===== config.mk =====
export PLATFORM = sky130hd
export DESIGN_NAME = ckrf_top
export DESIGN_NICKNAME = d
export VERILOG_FILES = /design/src/rtl/ckrf_pkg.sv /design/src/rtl/ckrf_bank.sv /design/src/rtl/ckrf_map.sv /design/src/rtl/ckrf_top.sv
export SDC_FILE = /design/constraint.sdc
export NUM_CORES = 2
export LEC_CHECK = 0
export BUFFER_PORTS_ARGS = -buffer_cell sky130_fd_sc_hd__clkbuf_2
export CELL_PAD_IN_SITES_DETAIL_PLACEMENT = 1
export CELL_PAD_IN_SITES_GLOBAL_PLACEMENT = 1
export CORE_ASPECT_RATIO = 0.6
export CORE_UTILIZATION = 53
export CTS_BUF_LIST = sky130_fd_sc_hd__clkbuf_16
export CTS_CLUSTER_DIAMETER = 50
export DETAILED_ROUTE_END_ITERATION = 12
export PLACE_DENSITY = 0.83
export SLEW_MARGIN = 20
export SYNTH_ARGS = -nofsm -noshare
export SYNTH_HDL_FRONTEND = slang
export SYNTH_SLANG_ARGS = --single-unit

===== constraint.sdc =====
create_clock -name clk -period 8.3 [get_ports clk]
set_input_delay 0.415 -clock clk [delete_from_list [all_inputs] [get_ports clk]]
set_output_delay 0.415 -clock clk [all_outputs]
set_load 0.005 [all_outputs]

===== src/rtl/ckrf_pkg.sv =====
package ckrf_pkg;
  parameter int CKRF_NREGS    = 16;
  parameter int CKRF_DW       = 32;
  parameter int CKRF_NRD      = 2;
  parameter int CKRF_INFLIGHT = 1;

  function automatic int ring_ptr_w(input int slots);
    return (slots > 1) ? $clog2(slots) : 1;
  endfunction
endpackage


===== src/rtl/ckrf_bank.sv =====
module ckrf_bank #(
  parameter int NREGS = ckrf_pkg::CKRF_NREGS,
  parameter int DW    = ckrf_pkg::CKRF_DW,
  parameter int NRD   = ckrf_pkg::CKRF_NRD,
  localparam int AW   = $clog2(NREGS)
) (
  input  logic              clk,
  input  logic              rst_n,
  input  logic              we,
  input  logic [AW-1:0]     waddr,
  input  logic [DW-1:0]     wdata,
  input  logic [NRD*AW-1:0] raddr,
  output logic [NRD*DW-1:0] rdata
);
  logic [DW-1:0] mem [NREGS];

  always_ff @(posedge clk) begin
    if (!rst_n) begin
      for (int i = 0; i < NREGS; i++) mem[i] <= '0;
    end else if (we) begin
      mem[waddr] <= wdata;
    end
  end

  for (genvar p = 0; p < NRD; p++) begin : g_rd
    assign rdata[p*DW +: DW] = mem[raddr[p*AW +: AW]];
  end
endmodule


===== src/rtl/ckrf_map.sv =====
module ckrf_map #(
  parameter int NREGS    = ckrf_pkg::CKRF_NREGS,
  parameter int INFLIGHT = ckrf_pkg::CKRF_INFLIGHT,
  localparam int AW      = $clog2(NREGS),
  localparam int NSLOT   = INFLIGHT + 1,
  localparam int PW      = ckrf_pkg::ring_ptr_w(NSLOT)
) (
  input  logic             clk,
  input  logic             rst_n,
  input  logic             wr_en,
  input  logic [AW-1:0]    wr_addr,
  input  logic             block_end,
  input  logic             rollback,
  output logic [NREGS-1:0] active_mask,
  output logic [NREGS-1:0] ckpt_mask,
  output logic             wr_sel
);
  logic [NREGS-1:0] slot [NSLOT];
  logic [NREGS-1:0] dirty;
  logic [PW-1:0]    ptr, ptr_nx, ptr_pv;
  logic [NREGS-1:0] act_nx;
  logic             first_wr;

  assign ptr_nx = (ptr == PW'(NSLOT-1)) ? '0 : ptr + 1'b1;
  assign ptr_pv = (ptr == '0) ? PW'(NSLOT-1) : ptr - 1'b1;

  assign active_mask = slot[ptr];
  assign ckpt_mask   = slot[ptr_pv];
  assign first_wr    = wr_en && !dirty[wr_addr];
  assign wr_sel      = first_wr ? ~active_mask[wr_addr] : active_mask[wr_addr];

  always_comb begin
    act_nx = active_mask;
    if (first_wr) act_nx[wr_addr] = ~active_mask[wr_addr];
  end

  always_ff @(posedge clk) begin
    if (!rst_n) begin
      for (int i = 0; i < NSLOT; i++) slot[i] <= '0;
      dirty <= '0;
      ptr   <= '0;
    end else if (rollback) begin
      slot[ptr] <= slot[ptr_pv];
      dirty     <= '0;
    end else if (block_end) begin
      slot[ptr]    <= act_nx;
      slot[ptr_nx] <= act_nx;
      ptr          <= ptr_nx;
      dirty        <= '0;
    end else begin
      slot[ptr] <= act_nx;
      if (wr_en) dirty[wr_addr] <= 1'b1;
    end
  end

  p_dirty_clear_r6: assert property (@(posedge clk) disable iff (!rst_n)
    (block_end || rollback) |=> (dirty == '0));

  p_restore_r6: assert property (@(posedge clk) disable iff (!rst_n)
    rollback |=> (active_mask == $past(ckpt_mask)));

  p_first_flip_r3: assert property (@(posedge clk) disable iff (!rst_n)
    (wr_en && !rollback && !dirty[wr_addr])
      |=> (active_mask[$past(wr_addr)] != $past(active_mask[wr_addr])));

  p_later_keep_r4: assert property (@(posedge clk) disable iff (!rst_n)
    (wr_en && !rollback && !block_end && dirty[wr_addr])
      |=> $stable(active_mask));

  p_commit_r5: assert property (@(posedge clk) disable iff (!rst_n)
    (block_end && !rollback) |=> (ckpt_mask == active_mask));
endmodule


===== src/rtl/ckrf_top.sv =====
module ckrf_top #(
  parameter int NREGS    = ckrf_pkg::CKRF_NREGS,
  parameter int DW       = ckrf_pkg::CKRF_DW,
  parameter int NRD      = ckrf_pkg::CKRF_NRD,
  parameter int INFLIGHT = ckrf_pkg::CKRF_INFLIGHT,
  localparam int AW      = $clog2(NREGS)
) (
  input  logic              clk,
  input  logic              rst_n,
  input  logic              wr_en,
  input  logic [AW-1:0]     wr_addr,
  input  logic [DW-1:0]     wr_data,
  input  logic              block_end,
  input  logic              rollback,
  input  logic [NRD*AW-1:0] rd_addr,
  output logic [NRD*DW-1:0] rd_data
);
  logic [NREGS-1:0]  active_mask, ckpt_mask;
  logic              wr_sel;
  logic [NRD*DW-1:0] bank_rd [2];

  ckrf_map #(.NREGS(NREGS), .INFLIGHT(INFLIGHT)) u_map (
    .clk, .rst_n, .wr_en, .wr_addr, .block_end, .rollback,
    .active_mask, .ckpt_mask, .wr_sel
  );

  for (genvar b = 0; b < 2; b++) begin : g_bank
    ckrf_bank #(.NREGS(NREGS), .DW(DW), .NRD(NRD)) u_bank (
      .clk, .rst_n,
      .we    (wr_en && (wr_sel == 1'(b))),
      .waddr (wr_addr),
      .wdata (wr_data),
      .raddr (rd_addr),
      .rdata (bank_rd[b])
    );
  end

  for (genvar p = 0; p < NRD; p++) begin : g_rsel
    logic [AW-1:0] ra;
    assign ra = rd_addr[p*AW +: AW];
    assign rd_data[p*DW +: DW] = active_mask[ra] ? bank_rd[1][p*DW +: DW]
                                                 : bank_rd[0][p*DW +: DW];
  end

  p_untouched_r10: assert property (@(posedge clk) disable iff (!rst_n)
    (!wr_en && !rollback) |=> $stable(active_mask));

  p_wr_drop_r7: assert property (@(posedge clk) disable iff (!rst_n)
    (wr_en && rollback) |=> (active_mask == $past(ckpt_mask)));
endmodule


==> impl_metrics.csv <==
group,metric,value,unit
timing,whs,0.0233,ns
status,status,"complete, but fails checks",
route,wl_per_cell,41.9,µm
floorplan,coreArea,105000,µm²
cts,clockBufferDepth,3,
route,drc,16,
cts,htree_num_levels,3,
logic_synthesis,synth_compound_area_share,4.28,%
timing,setup_ws,2.57,ns
route,dr.pass1.iters,9,
timing,worst_pin_slew,1.31,ns
global_routing,grt_usage,42.8,%
route,viasPerCell,7.91,
power,vdd_drop_max,0.204,mV
timing,fin_crit,5.73,ns
final_layout,seqCellArea,32100,µm²
logic_synthesis,synth_ff_type,"edfxtp_1",
timing,slew_viol_final,0,
final_layout,fin_nets,4026,
logic_synthesis,muxShareOfSynthArea,22.9,%
place,dp_hpwl,128000,µm
floorplan,die_h,255,µm
cts,clock-sinks,1074,
worst_setup_path,critPathKind,"register to register",
floorplan,io_pins,113,
timing,relSlewSlack,12.9,%
logic_synthesis,synthAdderAreaFrac,0,%
cts,postCtsSetupRepairBufs,0,
global_routing,grt_overflow,0,
place,finalWeightedCongestion,0.840,
cts,ctsHoldBuffers,0,
route,num_vias,43303,
final_layout,final_cell_mix,"1056 x edfxtp_1, 727 x nor3_1, 524 x mux4_2",
worst_setup_path,cp.required,8.65,ns
worst_setup_path,end_kind,"register",
worst_setup_path,start_kind,"register",
final_layout,multi_input_area,23000,µm²
final_layout,area_growth,9.10,%
final_layout,fillCellCount,9954,
logic_synthesis,postSynth.asyncResetShare,0,%
global_routing,grt_pass1_vias,44967,
global_routing,grt_pass1_wl,326000,µm
global_routing,antenna_found_initial,5,
timing,hold_viol,0,
cts,cts_root_buf,"clkbuf_16",
logic_synthesis,ys_ff_latch,1074,
power,total_power,13400,µW
logic_synthesis,synthesis.area,56600,µm²
final_layout,drive_above_1_share,25.0,%
timing,timing.fmax,175,MHz
min_path,hold_class,"input port to register",
route,drt_iter0_drc,7653,
cts,clkLatencyLatePin,0.75,ns
place,dp_slack,2.40,ns
timing,fin_setup_tns,0,ns
global_routing,grt_max_degree,203,
logic_synthesis,syn_nets,4203,
cts,cts_tree,"yes",
final_layout,final_common_cell,"edfxtp_1",
floorplan,die-area,108000,µm²
logic_synthesis,avgSynthCellArea,13.6,µm²
logic_synthesis,netlist-cell-type-count,50,
floorplan,start_util,53.6,%
status,violations,"design-rule violations",
logic_synthesis,syn_inst,4154,
cts,cts.reportedPaths.clkPinSlew,0.07,ns
floorplan,die_w,424,µm
cts,cts-resized-gates,0,
timing,rsz0062_at_grt,"false",
timing,setup_violations,0,
route,ant_nets,0,
worst_setup_path,cp.arrival,6.08,ns
run,cap_violations,0,
logic_synthesis,synth_edf_count,1056,
logic_synthesis,yosysWarnings,0,
cts,cts_buffers,103,
timing,finClkSkew,0.0322,ns
power,p_leak,0.0203,µW
worst_setup_path,critical_path.max_fanout,39,
logic_synthesis,synth-simple-area-share,12.4,%
floorplan,rows,92,
power,cellPowerDensity,217,nW/µm²
logic_synthesis,synth_xor_xnor_area_share,0.0730,%
timing,period_share,69.0,%
logic_synthesis,synth_top_family_by_area,"multiplexers",
place,port_buffers,112,
logic_synthesis,synth_seq_area_share,56.7,%
route,drt-total-wl,230000,µm
-- power breakdown --
part           total [µW]  switching [µW]  leakage [µW]  internal (µW)
Clock                4800            2230       0.00168           2560
Combinational        2280            1600       0.00741            679
Sequential           6340             155        0.0112           6180
-- cells by family (layout without fill, tap and decap cells) --
group	count (synthesis)	in the layout
AO/OA/AOI/OAI	388	388
XOR/XNOR	3	3
buffers and inverters	506	411
flip-flops	1074	1074
multiplexers	632	632
other	0	7
AND/OR/NAND/NOR	1551	1551
-- area by class of cell --
cell class / count / area share [%]
clock inverter: 81 / 0.993
antenna: 7 / 0.0284
multi-input combinational: 2574 / 37.2
timing repair buffer: 213 / 2.55
inverter: 11 / 0.0669
tap: 1410 / 2.86
clock buffer: 106 / 4.30
sequential: 1074 / 52.0
-- per-stage QoR --
step                cell area (µm²)  util [%]  std cells
floorplan                     56600         -       4154
global placement              58300      55.3       5279
detailed placement            58400      55.4       5281
CTS                           61700      58.5       5468
global route                  61700      58.5       5470
finish                        61700      58.5       5476
-- worst max-delay path, cell delays in order, from the launching register on --
cell      delay (ns)
dfxtp_2         0.99
mux2_2          0.48
a221oi_1        0.34
a211oi_1        0.19
nor4_4          0.91
buf_4           0.55
nand2_1         0.40
o221ai_4        0.66
buf_4           0.76
-- path summary, 6_finish.rpt --
kind	startpoint	cells after the start	slack (ns)	end
worst max register to register	register	8	2.57	g_bank[0].u_bank.mem[15][27]$_SDFFCE_PN0P_
worst min register to register	u_map.dirty[2]$_SDFFE_PP0P_	2	0.47	u_map.dirty[2]$_SDFFE_PP0P_
worst max-delay path	register	8	2.57	g_bank[0].u_bank.mem[15][27]$_SDFFCE_PN0P_
worst min-delay path	rst_n	2	0.02	u_map.ptr$_SDFFE_PN0N_
-- sequential cells by signal (all words and copies together) (netlist names), named ones only --
register           flops
u_map.slot            32
g_bank.u_bank.mem   1024
u_map.ptr              1
u_map.dirty           16
-- per-layer routing --
metal	global-route usage, %	wire length (µm)	part of all wire, %
met3	16.8	39600	17
met1	55.5	76100	33
met2	61.9	98100	43
met4	24.1	15900	6.9
met5	0	13	0.0057
-- synthesized netlist by cell type (11+ instances only) --
cell type	number	share of area (%)
a21oi_1	24	0.21
clkbuf_1	285	1.9
buf_1	93	0.62
mux2_2	76	1.5
o22ai_1	262	2.9
nor3_1	729	6.4
edfxtp_1	1056	56
buf_2	110	0.97
nand3_1	19	0.17
mux4_2	524	21
nor2_1	476	3.2
mux2i_1	31	0.55
o21ai_0	53	0.47
and3_1	38	0.42
inv_1	11	0.073
dfxtp_1	18	0.64
nand2_1	249	1.7
No activity file was read; power rests on OpenSTA's default activity.
